**src/rtl/cc_pkg.sv**
```systemverilog
package cc_pkg;
    typedef enum logic [1:0] {
        ST_IDLE  = 2'd0,
        ST_ARMED = 2'd1,
        ST_SEND  = 2'd2
    } cc_state_t;

    localparam int CTL_EN_BIT  = 7;
    localparam int CTL_RTS_BIT = 6;
    localparam int CTL_PAR_BIT = 5;
    localparam int CTL_FLD_BIT = 4;

    localparam logic [1:0] ADDR_BYTE0 = 2'd0;
    localparam logic [1:0] ADDR_BYTE1 = 2'd1;
    localparam logic [1:0] ADDR_CTRL  = 2'd2;

    localparam int NBYTES = 2;
endpackage

```
**src/rtl/cc_line_match.sv**
```systemverilog
module cc_line_match #(
    parameter int LINE_W   = 10,
    parameter int CODE_W   = 4,
    parameter int BASE_5O  = 12,
    parameter int BASE_5E  = 274,
    parameter int BASE_6O  = 9,
    parameter int BASE_6E  = 321
) (
    input  logic [LINE_W-1:0] line_num,
    input  logic              field_even,
    input  logic              std_625,
    input  logic              sel_even,
    input  logic [CODE_W-1:0] code,
    output logic              hit
);
    logic [LINE_W-1:0] base;
    logic [LINE_W-1:0] target;

    always_comb begin
        unique case ({std_625, sel_even})
            2'b00:   base = LINE_W'(BASE_5O);
            2'b01:   base = LINE_W'(BASE_5E);
            2'b10:   base = LINE_W'(BASE_6O);
            default: base = LINE_W'(BASE_6E);
        endcase
        target = base + LINE_W'(code);
        hit    = (field_even == sel_even) && (line_num == target);
    end
endmodule

```
**src/rtl/cc_parity_fix.sv**
```systemverilog
module cc_parity_fix #(
    parameter int W = 8
) (
    input  logic [W-1:0] din,
    input  logic         par_en,
    input  logic         null_sel,
    output logic [W-1:0] dout
);
    always_comb begin
        if (null_sel)
            dout = {1'b1, {(W-1){1'b0}}};
        else if (par_en)
            dout = {~(^din[W-2:0]), din[W-2:0]};
        else
            dout = din;
    end
endmodule

```
**src/rtl/cc_insert_ctrl.sv**
```systemverilog
module cc_insert_ctrl
    import cc_pkg::*;
#(
    parameter int LINE_W  = 10,
    parameter int CODE_W  = 4,
    parameter int BASE_5O = 12,
    parameter int BASE_5E = 274,
    parameter int BASE_6O = 9,
    parameter int BASE_6E = 321
) (
    input  logic              clk,
    input  logic              rst_n,
    input  logic [LINE_W-1:0] line_num,
    input  logic              field_even,
    input  logic              std_625,
    input  logic              sol,
    input  logic              wr_en,
    input  logic [1:0]        wr_addr,
    input  logic [7:0]        wr_data,
    output logic [7:0]        ctrl_rdata,
    output logic              ins_line,
    output logic              setup_off,
    output logic [7:0]        cc_byte0,
    output logic [7:0]        cc_byte1
);
    cc_state_t state, state_nx;

    logic [NBYTES-1:0][7:0] hold_q;
    logic [NBYTES-1:0][7:0] pay_q;
    logic [NBYTES-1:0][7:0] pay_nx;
    logic [CODE_W-1:0]      code_q;
    logic                   fld_q, par_q, rts_q, en_q;
    logic                   hit;
    logic                   xfer;

    cc_line_match #(
        .LINE_W (LINE_W), .CODE_W (CODE_W),
        .BASE_5O(BASE_5O), .BASE_5E(BASE_5E),
        .BASE_6O(BASE_6O), .BASE_6E(BASE_6E)
    ) u_match (
        .line_num  (line_num),
        .field_even(field_even),
        .std_625   (std_625),
        .sel_even  (fld_q),
        .code      (code_q),
        .hit       (hit)
    );

    assign xfer = sol && en_q && hit;

    for (genvar b = 0; b < NBYTES; b++) begin : g_byte
        cc_parity_fix #(.W(8)) u_par (
            .din     (hold_q[b]),
            .par_en  (par_q),
            .null_sel(!rts_q),
            .dout    (pay_nx[b])
        );
    end

    // state register
    always_ff @(posedge clk) begin
        if (!rst_n) state <= ST_IDLE;
        else        state <= state_nx;
    end

    // next-state logic
    always_comb begin
        state_nx = state;
        if (xfer) begin
            state_nx = ST_SEND;
        end else begin
            unique case (state)
                ST_IDLE:  state_nx = en_q ? ST_ARMED : ST_IDLE;
                ST_ARMED: state_nx = en_q ? ST_ARMED : ST_IDLE;
                ST_SEND:  if (sol) state_nx = en_q ? ST_ARMED : ST_IDLE;
                default:  state_nx = ST_IDLE;
            endcase
        end
    end

    // register file and working payload; a write in the transfer cycle lands last
    always_ff @(posedge clk) begin
        if (!rst_n) begin
            hold_q <= '0;
            pay_q  <= '0;
            code_q <= '0;
            fld_q  <= 1'b0;
            par_q  <= 1'b0;
            rts_q  <= 1'b0;
            en_q   <= 1'b0;
        end else begin
            if (xfer) begin
                pay_q <= pay_nx;
                rts_q <= 1'b0;
            end
            if (wr_en) begin
                unique case (wr_addr)
                    ADDR_BYTE0: hold_q[0] <= wr_data;
                    ADDR_BYTE1: hold_q[1] <= wr_data;
                    ADDR_CTRL: begin
                        en_q   <= wr_data[CTL_EN_BIT];
                        rts_q  <= wr_data[CTL_RTS_BIT];
                        par_q  <= wr_data[CTL_PAR_BIT];
                        fld_q  <= wr_data[CTL_FLD_BIT];
                        code_q <= wr_data[CODE_W-1:0];
                    end
                    default: ;
                endcase
            end
        end
    end

    // outputs
    always_comb begin
        ins_line   = (state == ST_SEND);
        setup_off  = (state == ST_SEND);
        cc_byte0   = pay_q[0];
        cc_byte1   = pay_q[1];
        ctrl_rdata = {en_q, rts_q, par_q, fld_q, code_q};
    end
endmodule

```
**config.mk**
```make
export PLATFORM = sky130hd
export DESIGN_NAME = cc_insert_ctrl
export DESIGN_NICKNAME = d
export VERILOG_FILES = /design/src/rtl/cc_pkg.sv /design/src/rtl/cc_line_match.sv /design/src/rtl/cc_parity_fix.sv /design/src/rtl/cc_insert_ctrl.sv
export SDC_FILE = /design/constraint.sdc
export NUM_CORES = 1
export LEC_CHECK = 0
export BUFFER_PORTS_ARGS = -buffer_cell sky130_fd_sc_hd__clkbuf_2
export CORE_ASPECT_RATIO = 0.7
export CORE_UTILIZATION = 37
export DETAILED_ROUTE_END_ITERATION = 10
export PLACE_DENSITY = 0.65
export SLEW_MARGIN = 40
export SYNTH_ARGS = -nofsm -noshare
export SYNTH_HDL_FRONTEND = slang
export SYNTH_SLANG_ARGS = --single-unit
```
**constraint.sdc**
```tcl
create_clock -name clk -period 4.9 [get_ports clk]
set_input_delay 0.98 -clock clk [delete_from_list [all_inputs] [get_ports clk]]
set_output_delay 0.98 -clock clk [all_outputs]
set_load 0.005 [all_outputs]
```
# == Word level (Yosys, flattened, before mapping) ==
# Index checks and enable logic that the tools add are counted.
# word_totals
register_bits,42
inputBits,26
out_inout_bits,26
wordCells,50
# classes
n_addsub,1
eq_ne,10
mux,12
bitwise_logic,3
reduce_logical,13
# op_table
operator,count
8-bit two-way mux,4
9-bit case mux with 3 select lines,1
7-bit parity,2
9-bit by 4-bit adder with 10-bit output,1
10-bit == test,1
2-bit by 1-bit == test with 1-bit output (second input constant),3
2-bit == test (second input constant),3
2-bit zero test,3
2-bit AND reduction,3
1-bit two-way mux,4
2-bit two-way mux,2
2-bit case mux with 2 select lines,1
2-bit OR reduction,2
1-bit logical AND,3
3-bit by 2-bit inequality test with 1-bit output (second input constant),1
1-bit NOT,3
2-bit inequality test (second input constant),1
1-bit == test,1

# == Logic depth before layout (Yosys ltp) ==
# Gate-level depths: netlist (run 1).
# logic_depth
word_depth,9
mapped_depth,12
mapped_depth_nobuf,9

# == Hierarchy ==
# From an unflattened synthesis (run 1), not the netlist that was laid out.
# unflattened
cells_unflattened,237
area_unflattened_um2,2304.7
# modules_own_cells
mod,n_inst,cells_per_inst,area_each_um2,seq_area_each_um2
cc_insert_ctrl,1,166,1707.9,840.8
cc_line_match,1,43,324.1,0.0
cc_parity_fix,2,14,136.4,0.0

# == Least setup slack after synthesis (run 1) ==
# No wires, ideal clock.
# synth_path
path_type,input port to flip-flop
from,input std_625
to,register pay_q (netlist bit cc_byte0[7])
arrival_time_ns,2.767
required_time_ns,4.828
slack_ns,2.062
cell_stages,11
path_cell_list,buf_2 -> ha_1 -> ha_1 -> xnor2_1 -> nand4_1 -> nor3_1 -> o2111ai_1 -> nor4_2 -> buf_6 -> buf_12 -> mux2i_1
# synth_between
elab_chain_cells,6
# synth_rtl
element,line,rtl
from (decl),cc_insert_ctrl.sv:15,"input logic std_625,"
2-bit == test (tied with other cells),cc_line_match.sv:20,"unique case ({std_625, sel_even})"
9-bit case mux with 3 select lines (*),cc_line_match.sv:20,
9-bit by 4-bit adder with 10-bit output (*),cc_line_match.sv:26,target = base + LINE_W'(code);
10-bit == test (*),cc_line_match.sv:27,hit = (field_even == sel_even) && (line_num == target);
1-bit logical AND (*),cc_line_match.sv:27,
1-bit logical AND (*),cc_insert_ctrl.sv:49,assign xfer = sol && en_q && hit;
to (signal assigned),cc_insert_ctrl.sv:93,pay_q <= pay_nx;
to (decl),cc_insert_ctrl.sv:29,logic [NBYTES-1:0][7:0] pay_q;
# Every way passes the cells marked *; elsewhere a longest branch is shown, timed or not.
# A chain may end at the register's enable or synchronous reset.

# == Worst setup path in the final report (run 1) ==
# layout_path
from,input std_625
to,register pay_q (netlist bit cc_byte1[3])
# The elaborated chain is that of the path after synthesis.

==> summary.txt, run 1 <==
Top cell type's share of synthesized area: 39.0%
Cell Count, Final, Fillers Out: 338
GRT overflow: 0
Tmin final: 3.00 ns
FF+latch count, synth: 42
Max FO, Critical Path: 19
IO Count: 52
Nets: 295
Prevailing post-synth register cell: dfxtp_1
RSZ-0062 raised after global routing: false
Inst Count DP: 330
Die width: 93.3 um
Post-synth EDFFs: 0
Synthesized area: 2160 sq um
Crit path required time: 5.13 ns
Sink Count: 42
Avg Cell Area, Syn: 9.63 sq um
FMAX: 0.334 GHz
Critical Path Source Type: input port
Diode count: 0
Largest net degree at the start of global routing: 46
Worst hold stages: 2
CTS resizes: 0
Hold crit path type: flop to flop
Maxcap violations: 0
Hold WS: 0.458 ns
Pre-CTS setup slack: 1.62 ns
Clk pwr share: 35.2%
CTS tree: yes
Worst Setup End Kind: flop
# DRC: 0
Clock root buffer: clkbuf_8
Outcome: completed
Syn. warnings: 0
Rows: 22
Global-route wire length before repair: 7300 um
DRT Pass-1 Iters: 4
Cts bufs inserted: 5
Seq pwr share: 53.5%
Final WL: 4410 um
Via count: 1,591
GRT Overall Usage: 15.7%
Pwr per Cell Area: 268 nW/um^2
Post-route setup TNS: 0 ns
Leakage Power: 1.04 nW
Latest clock arrival within the worst-skew pair: 0.30 ns
Sw Ratio: 24.8%
P_sw: 165 uW
Area Growth Syn to Fin: 15.0%
Final Skew: 0.00989 ns
Clk buf depth: 2
Asr flop ratio synth: 0%
Hpwl dp: 3270 um
R2R Setup Slk: 2.12 ns
Layout cells sized above 1: 25.6%
# H-tree levels: 2
Post-synth top area cell: dfxtp_1
DRT antenna net count: 0
Iteration-0 DRC Markers: 85
Die ar.: 6140 sq um
Layout fillers: 545
Rel. slew slack: 47.3%
Via count of the first global-routing pass: 1,546
Port bufs: 51
Final hold violations: 0
Vias per cell: 4.71
Max VDD drop: 0.109 mV
Sequential-to-total area share from yosys stat: 39.0%
CORE AREA: 5420 sq um
Slew Limit Fails: 0
Final Total Pwr: 663 uW
Most frequent cell after synthesis: dfxtp_1
Most instantiated cells after synthesis: dfxtp_1 (42), mux2i_1 (39), nand2_1 (37)
Post-CTS Setup Bufs: 0
Comb pwr share: 11.2%
Final Wtd Congestion: 0.859
Critical path type: input port to flop
Synth Net Count: 254
Final setup vio count: 0
Die Span Y: 65.9 um
Initial antenna violation count: 0
CTS Hold Bufs: 0
Largest cells by area after synthesis: dfxtp_1 (39%), mux2i_1 (18%), xnor2_1 (6.9%)
Critical path arrival: 3.23 ns
Setup WS post-layout: 1.90 ns
Netlist cell types: 41
Avg WL per Cell: 13.1 um
Starting Density: 39.8%
Worst R2R Path Depth: 10
Worst-Margin Slew: 0.790 ns
Period utilization: 61.2%
Reg clk slew, reported paths: 0.08 ns
Mapped Cells: 224
Int Power: 499 uW
[state kept, by name, summed over array words and instances (netlist names)]
signal    cells
hold_q       16
cc_byte0      8
cc_byte1      8
code_q        4
state         2
en_q          1
fld_q         1
par_q         1
rts_q         1
[cell usage in the layout, fill, tap and decap left out, drive strengths merged]
master   netlist  layout
dfxtp         42      42
nand4          1       1
nor3           1       1
xnor2         17      17
mux2i         39      39
o22ai          1       1
o21ai          2       2
and4b          1       1
o211ai         2       2
and2           2       2
nand4b         2       2
nand3          3       3
or2b           1       1
nand2         37      37
nor2b         24      24
o21a           1       1
clkinv         0       1
clkbuf         7      58
buf           11       2
inv            2       2
and2b          1       1
o2111ai        1       1
ha             4       4
nor4           2       2
nand3b         2       2
nor2           5       5
nor3b          2       2
a21oi          3       3
a211oi         1       1
a31oi          1       1
xor2           5       5
[stage by stage]
stage               cell area [sq um]  utilization (%)
finish                           2480             45.7
global route                     2480             45.7
CTS                              2480             45.7
detailed placement               2390             44.0
global placement                 2390             44.0
floorplan                        2160                -
[critical path, cell delays in order]
cell and delay [ns]:
clkbuf_2 0.16, nor2b_4 0.19, xor2_1 0.16, ha_1 0.25, xnor2_1 0.16, nand4_1 0.10, nor3_1 0.25, o2111ai_1 0.21
nor4_4 0.17, buf_4 0.34, mux2i_1 0.23
[path summary, 6_finish.rpt]
path                            startpoint                  endpoint
setup reg to reg        fld_q$_SDFFE_PN0P_  cc_byte1[3]$_SDFFE_PN0P_
hold / removal    cc_byte1[5]$_SDFFE_PN0P_  cc_byte1[5]$_SDFFE_PN0P_
setup / recovery                   std_625  cc_byte1[3]$_SDFFE_PN0P_
hold reg to reg   cc_byte1[5]$_SDFFE_PN0P_  cc_byte1[5]$_SDFFE_PN0P_
[power by group through the flow]
stage,registers [mW],clock network [mW],logic [mW]
5_1_grt,0.356,0.256,0.0822
6_report,0.355,0.234,0.0745
4_1_cts,0.355,0.242,0.0750
3_3_place_gp,0.363,0,0.0746
3_5_place_dp,0.363,0,0.0748
2_1_floorplan,0.361,0,0.0536
[layout make-up]
| type | count | area (sq um) | area share [%] |
|---|---|---|---|
| clock inverter | 1 | 5.00 | 0.202 |
| timing repair buffer | 53 | 270 | 10.9 |
| inverter | 2 | 7.51 | 0.303 |
| sequential | 42 | 841 | 33.9 |
| multi-input combinational | 161 | 1180 | 47.6 |
| clock buffer | 7 | 86.3 | 3.48 |
| tap | 72 | 90.1 | 3.63 |
[cells by family (layout without fill, tap and decap cells)]
kind of cell    count (synthesis)  count (layout)  synth area share (%)
compound gates                 12              12                  3.89
simple gates                   84              84                  21.1
xor+xnor                       22              22                  8.93
fa+ha+maj                       4               4                  2.32
flops                          42              42                  39.0
mux                            39              39                  18.1
buf+inv                        21              63                  6.73
[metal layers]
layer  wire length (um)  GRT usage (%)  vias to the layer above
met4                 60           5.77                        0
met5                  0              0                        -
met1               2390           21.9                      722
met3                245           5.17                        5
li1                   -              -                      824
met2               1710           22.2                       40
Power figures use the tool's default switching activity.
==> run 2: changes to the inputs <==
- PLACE_DENSITY: 0.65 -> 0.67
- clock period: 4.9 -> 2.6 ns (I/O delays scaled with it)
==> run 2 against run 1 <==
Compared with the run above:
- global-route usage grew 0.23 points
- clock power grew 85%
- setup slack lost 1.7 ns
- die area is the same
- count of clock-buffer cells in the layout is the same
- critical path depth is the same
- highest routed layer unchanged
==> summary.txt, run 2 (synthesis gave the netlist of run 1 again) <==
Outcome: completed
Delay-heaviest family, CP: simple AND/OR/NAND/NOR gates
Critical path type: flop to flop
Initial antenna violation count: 0
Critical Path Source Type: flop
Nets: 301
Cell Count, Final, Fillers Out: 344
Die width: 93.3 um
Sw Ratio: 24.4%
Hpwl dp: 3430 um
Cts bufs inserted: 5
Seq pwr share: 53.6%
Worst Setup End Kind: flop
Largest net degree at the start of global routing: 45
Diode count: 0
CTS Hold Bufs: 0
Tmin final: 2.42 ns
Final setup vio count: 0
Comb pwr share: 11.8%
Maxcap violations: 0
Max FO, Critical Path: 10
Die Span Y: 65.9 um
CP max stage delay: 0.37 ns
Die ar.: 6140 sq um
Port bufs: 51
Max FFs per register: 16
Clk buf depth: 2
Critical path arrival: 2.64 ns
Via count of the first global-routing pass: 1,475
Avg WL per Cell: 13.6 um
FMAX: 0.413 GHz
# DRC: 0
R2R Setup Slk: 0.18 ns
Leakage Power: 1.08 nW
CORE AREA: 5420 sq um
Commonest cells after routing, fill and taps aside: clkbuf_2 (51), dfxtp_1 (41), mux2i_1 (38)
Sink Count: 42
Reg clk slew, reported paths: 0.08 ns
Min-Delay Endpoint: cc_byte1[5]$_SDFFE_PN0P_
GRT Overall Usage: 15.9%
Int Power: 942 uW
Global-route wire length before repair: 7370 um
Worst-Margin Slew: 0.609 ns
IO Count: 52
Clk pwr share: 34.6%
Period utilization: 93.2%
Via count: 1,639
Worst r2r src: fld_q$_SDFFE_PN0P_
Rows: 22
Layout fillers: 539
CTS tree: yes
Latest clock arrival within the worst-skew pair: 0.29 ns
Final WL: 4670 um
Reg2Reg Capture Point: cc_byte0[3]$_SDFFE_PN0P_
# H-tree levels: 2
Rel. slew slack: 59.3%
Commonest non-fill, non-tap cell in the layout: clkbuf_2
DRT Pass-1 Iters: 6
Crit path buffers/inverters: 2
Worst Hold Launch: cc_byte1[5]$_SDFFE_PN0P_
P_sw: 305 uW
Clock root buffer: clkbuf_8
Starting Density: 39.8%
Max stage delay cell, worst path: dfxtp_4
Worst hold stages: 2
Layout cells sized above 1: 28.7%
Final hold violations: 0
Hold crit path type: flop to flop
Final Wtd Congestion: 0.857
GRT overflow: 0
DRT antenna net count: 0
Setup WS post-layout: 0.176 ns
Crit path required time: 2.82 ns
Slew Limit Fails: 0
Iteration-0 DRC Markers: 56
Inst Count DP: 334
Area Growth Syn to Fin: 19.3%
Worst R2R Path Depth: 11
Cell chain of the critical path: nor2b_4 > xor2_1 > ha_1 > xnor2_1 > nand4_1 > nor3_2 > o2111ai_2 > nor4_4 > buf_4 > buf_12 > mux2i_2
Vias per cell: 4.76
Max VDD drop: 0.187 mV
Pre-CTS setup slack: -0.0523 ns
Final Skew: 0.00290 ns
Largest reg by FF count: hold_q
Pwr per Cell Area: 484 nW/um^2
run 2: cell count changes in the layout (fill, tap and decap cells not counted), sizes merged:
cell	delta
clkbuf	+1
buf	+5
run 2: through the flow:
| step | hold slack [ns] | power (mW) | TNS [ns] | area (sq um) | utilization [%] |
|---|---|---|---|---|---|
| 6_report | 0.460 | 1.25 | 0 | 2570 | 47.5 |
| 5_1_grt | 0.480 | 1.30 | -0.000767 | 2570 | 47.5 |
| 4_1_cts | 0.465 | 1.26 | 0 | 2520 | 46.5 |
| 3_5_place_dp | 0.454 | 0.830 | -0.540 | 2430 | 44.8 |
| 3_3_place_gp | 0.446 | 0.827 | 0 | 2430 | 44.8 |
| 2_1_floorplan | 0.448 | 0.781 | 0 | 2160 | - |
run 2: power by group through the flow:
stage	combinational [mW]	clock (mW)	sequential, mW
after floorplan	0.101	0	0.680
after global placement	0.143	0	0.684
after detailed placement	0.146	0	0.684
after CTS	0.147	0.442	0.668
after global routing	0.160	0.472	0.670
final	0.147	0.432	0.668
run 2: worst max-delay path by stage:
| stage | startpoint | endpoint | slack (ns) | depth (start not counted) |
|---|---|---|---|---|
| 2_1_floorplan | std_625 | cc_byte0[7]$_SDFFE_PN0P_ | 0.22 | 11 |
| 3_3_place_gp | std_625 | cc_byte0[1]$_SDFFE_PN0P_ | 0.07 | 11 |
| 3_5_place_dp | std_625 | cc_byte1[4]$_SDFFE_PN0P_ | -0.05 | 11 |
| 4_1_cts | fld_q$_SDFFE_PN0P_ | cc_byte1[0]$_SDFFE_PN0P_ | 0.15 | 10 |
| 5_1_grt | fld_q$_SDFFE_PN0P_ | cc_byte0[3]$_SDFFE_PN0P_ | -0.0008 | 11 |
| 6_report | fld_q$_SDFFE_PN0P_ | cc_byte0[3]$_SDFFE_PN0P_ | 0.18 | 11 |
run 2: cell type report:
cell class	instances	area, sq um	share of cell area [%]
multi-input combinational	161	1190	46.4
sequential	42	845	32.8
timing repair buffer	59	345	13.4
tap	72	90.1	3.50
clock buffer	7	86.3	3.35
inverter	2	7.51	0.292
clock inverter	1	5.00	0.194
run 2: worst min-delay path, stage by stage (launching register included):
cell and delay, ns:
dfxtp_1 0.32, nand2_1 0.05, mux2i_1 0.05
run 2: what timing repair did:
item / CTS / global route
endpoints found under the setup margin: 0 / 17
setup buffers: 0 / 1
gates resized for setup: 0 / 5
run 2: routing by layer:
| metal | track usage, % | part of all wire [%] | vias to the layer above |
|---|---|---|---|
| met5 | 0 | 0 | - |
| met1 | 22.7 | 52 | 759 |
| met2 | 22.8 | 42 | 36 |
| li1 | - | - | 839 |
| met4 | 5.19 | 1.0 | 0 |
| met3 | 4.60 | 4.7 | 5 |
==> run 3: changes to the inputs <==
- ABC_AREA: unset -> 1
- PLACE_DENSITY: 0.67 -> 0.66
==> run 3 against run 2 <==
Compared with the run above:
- the run now ends with DRC left
- core utilization is 3.5 points lower
- count of clock-buffer cells in the layout is 1 lower
- area after synthesis is 10% higher
- sequential share of layout area is 2.1 points lower
==> summary.txt, run 3 <==
Port bufs: 51
Rel. slew slack: 54.7%
Synth Net Count: 393
Asr flop ratio synth: 0%
Leakage Power: 1.48 nW
Nets: 438
Post-route setup TNS: 0 ns
Worst R2R Path Depth: 13
Max FO, Critical Path: 17
Max stage delay cell, worst path: dfxtp_1
Post-CTS Setup Bufs: 0
Hold crit path type: flop to flop
GRT Overall Usage: 15.9%
Critical Path Source Type: flop
Hpwl dp: 4030 um
Prevailing post-synth register cell: dfxtp_1
Via count of the first global-routing pass: 1,898
Tmin final: 2.33 ns
Crit path required time: 2.78 ns
Synthesized area: 2380 sq um
DRT Pass-1 Iters: 7
Final hold violations: 0
RSZ-0062 raised after global routing: false
Via count: 2,187
DRT antenna net count: 0
Die ar.: 6760 sq um
Final Wtd Congestion: 0.842
Most common cell on crit path: nand2_1
Maxcap violations: 0
Slew Limit Fails: 0
Final setup vio count: 0
Rows: 24
Post-synth top area cell: dfxtp_1
CTS tree: yes
Worst Setup End Kind: flop
R2R Setup Slk: 0.27 ns
Worst r2r src: fld_q$_SDFFE_PN0P_
Post-synth EDFFs: 0
Critical path arrival: 2.51 ns
Reg2Reg Capture Point: cc_byte0[7]$_SDFFE_PN0P_
Max VDD drop: 0.259 mV
Diode count: 0
Starting Density: 38.3%
Outcome: complete, but fails checks
Clock root buffer: clkbuf_8
CORE AREA: 6220 sq um
Sequential-to-total area share from yosys stat: 35.3%
Top cell type's share of synthesized area: 35.3%
Final WL: 5160 um
Most frequent cell after synthesis: nand2_1
# H-tree levels: 2
Vias per cell: 4.51
Largest reg by FF count: hold_q
Final Skew: 0.00568 ns
Mapped Cells: 363
Most instantiated cells after synthesis: nand2_1 (85), nor2_1 (82), inv_1 (45)
CTS resizes: 0
Cts bufs inserted: 5
Commonest cells after routing, fill and taps aside: nand2_1 (85), nor2_1 (82), clkbuf_2 (51)
Worst-Margin Slew: 0.680 ns
Initial antenna violation count: 0
Cell Count, Final, Fillers Out: 485
Global-route wire length before repair: 8660 um
CP startpoint: fld_q$_SDFFE_PN0P_
Clk buf depth: 2
Die Span Y: 69.1 um
Syn. warnings: 0
Sink Count: 42
# DRC: 2
Reg clk slew, reported paths: 0.07 ns
GRT overflow: 0
Commonest non-fill, non-tap cell in the layout: nand2_1
Inst Count DP: 479
CP max stage delay: 0.60 ns
Crit path capture: cc_byte0[7]$_SDFFE_PN0P_
Iteration-0 DRC Markers: 90
Pwr per Cell Area: 466 nW/um^2
Latest clock arrival within the worst-skew pair: 0.28 ns
Largest cells by area after synthesis: dfxtp_1 (35%), nand2_1 (13%), nor2_1 (13%)
CTS Hold Bufs: 0
Max FFs per register: 16
Netlist cell types: 30
FF+latch count, synth: 42
Largest net degree at the start of global routing: 41
Avg Cell Area, Syn: 6.56 sq um
Period utilization: 89.7%
FMAX: 0.429 GHz
Die width: 97.9 um
Avg WL per Cell: 10.6 um
Failing checks: DRC
Critical path type: flop to flop
Layout cells sized above 1: 19.7%
Area Growth Syn to Fin: 14.8%
IO Count: 52
Cell chain of the critical path: inv_2 > ha_1 > inv_1 > nor2_1 > nand2_1 > nand2_1 > o21bai_1 > nand3_2 > nor2_4 > buf_12 > nand2_1 > nand2_1 > nor2_1
-- run 3: cell types whose count changed after synthesis, sizes merged, moves of 11 or more --
cell   change
nor2b     -24
o21ai     +22
nand2     +51
inv       +46
nand3     +17
mux2i     -39
xnor2     -11
nor2      +79
-- run 3: how the worst min path moves through the flow --
stage	start	end	slack (ns)	cells after the start
floorplan	hold_q[15]$_SDFFE_PN0P_	hold_q[15]$_SDFFE_PN0P_	0.46	2
global placement	cc_byte1[5]$_SDFFE_PN0P_	cc_byte1[5]$_SDFFE_PN0P_	0.47	2
detailed placement	cc_byte0[6]$_SDFFE_PN0P_	cc_byte0[6]$_SDFFE_PN0P_	0.47	2
CTS	cc_byte1[7]$_SDFFE_PN0P_	cc_byte1[7]$_SDFFE_PN0P_	0.49	2
global route	wr_data[7]	hold_q[7]$_SDFFE_PN0P_	0.51	3
finish	cc_byte1[7]$_SDFFE_PN0P_	cc_byte1[7]$_SDFFE_PN0P_	0.48	2
-- run 3: final cells by class --
cell class                 count  area (sq um)
multi-input combinational    256          1220
sequential                    42           841
clock buffer                   6          82.6
fill                         669          3480
inverter                      48           180
tap                           78          97.6
timing repair buffer          55           310
-- run 3: worst max-delay path, delay by kind of cell, from the launching register on --
kind	cells	cell delay, ns
compound gates	1	0.18
fa+ha+maj	1	0.41
buf+inv	3	0.41
flops	1	0.60
simple gates	8	0.62
-- run 3: metal layers --
layer  up-vias  global-route usage (%)  part of all wire (%)
met5         -                       0                     0
li1       1198                       -                     -
met3         4                    3.25                   4.2
met2        50                    23.9                    40
met1       935                    23.0                    55
met4         0                    4.55                  0.99
-- run 3: where the power goes --
part | switching [mW] | total, mW | leakage, nW | internal [mW]
clock network | 0.203 | 0.408 | 0.0431 | 0.205
logic | 0.107 | 0.182 | 1.10 | 0.0755
registers | 0.0222 | 0.685 | 0.341 | 0.662
total | 0.332 | 1.27 | 1.48 | 0.943
-- run 3: logic make-up (layout without fill, tap and decap cells) --
family | count (synthesis) | count (layout) | share of synthesized area, %
adders and majority gates | 4 | 4 | 2.10
DFF | 42 | 42 | 35.3
buffers and inverters | 65 | 109 | 13.5
and+or+nand+nor | 207 | 207 | 37.5
AOI/OAI and AO/OA | 34 | 34 | 7.25
xor gates and xnor gates | 11 | 11 | 4.36
-- run 3: stage by stage --
step           power, mW  instance area, sq um  hold WS (ns)  utilization [%]  worst slack (ns)
4_1_cts             1.29                  2730         0.488             44.0             0.289
3_3_place_gp       0.878                  2650         0.466             42.7             0.241
6_report            1.27                  2730         0.484             44.0             0.268
5_1_grt             1.34                  2730         0.506             44.0            0.0820
2_1_floorplan      0.836                  2380         0.455                -           0.00542
3_5_place_dp       0.882                  2650         0.472             42.7             0.175
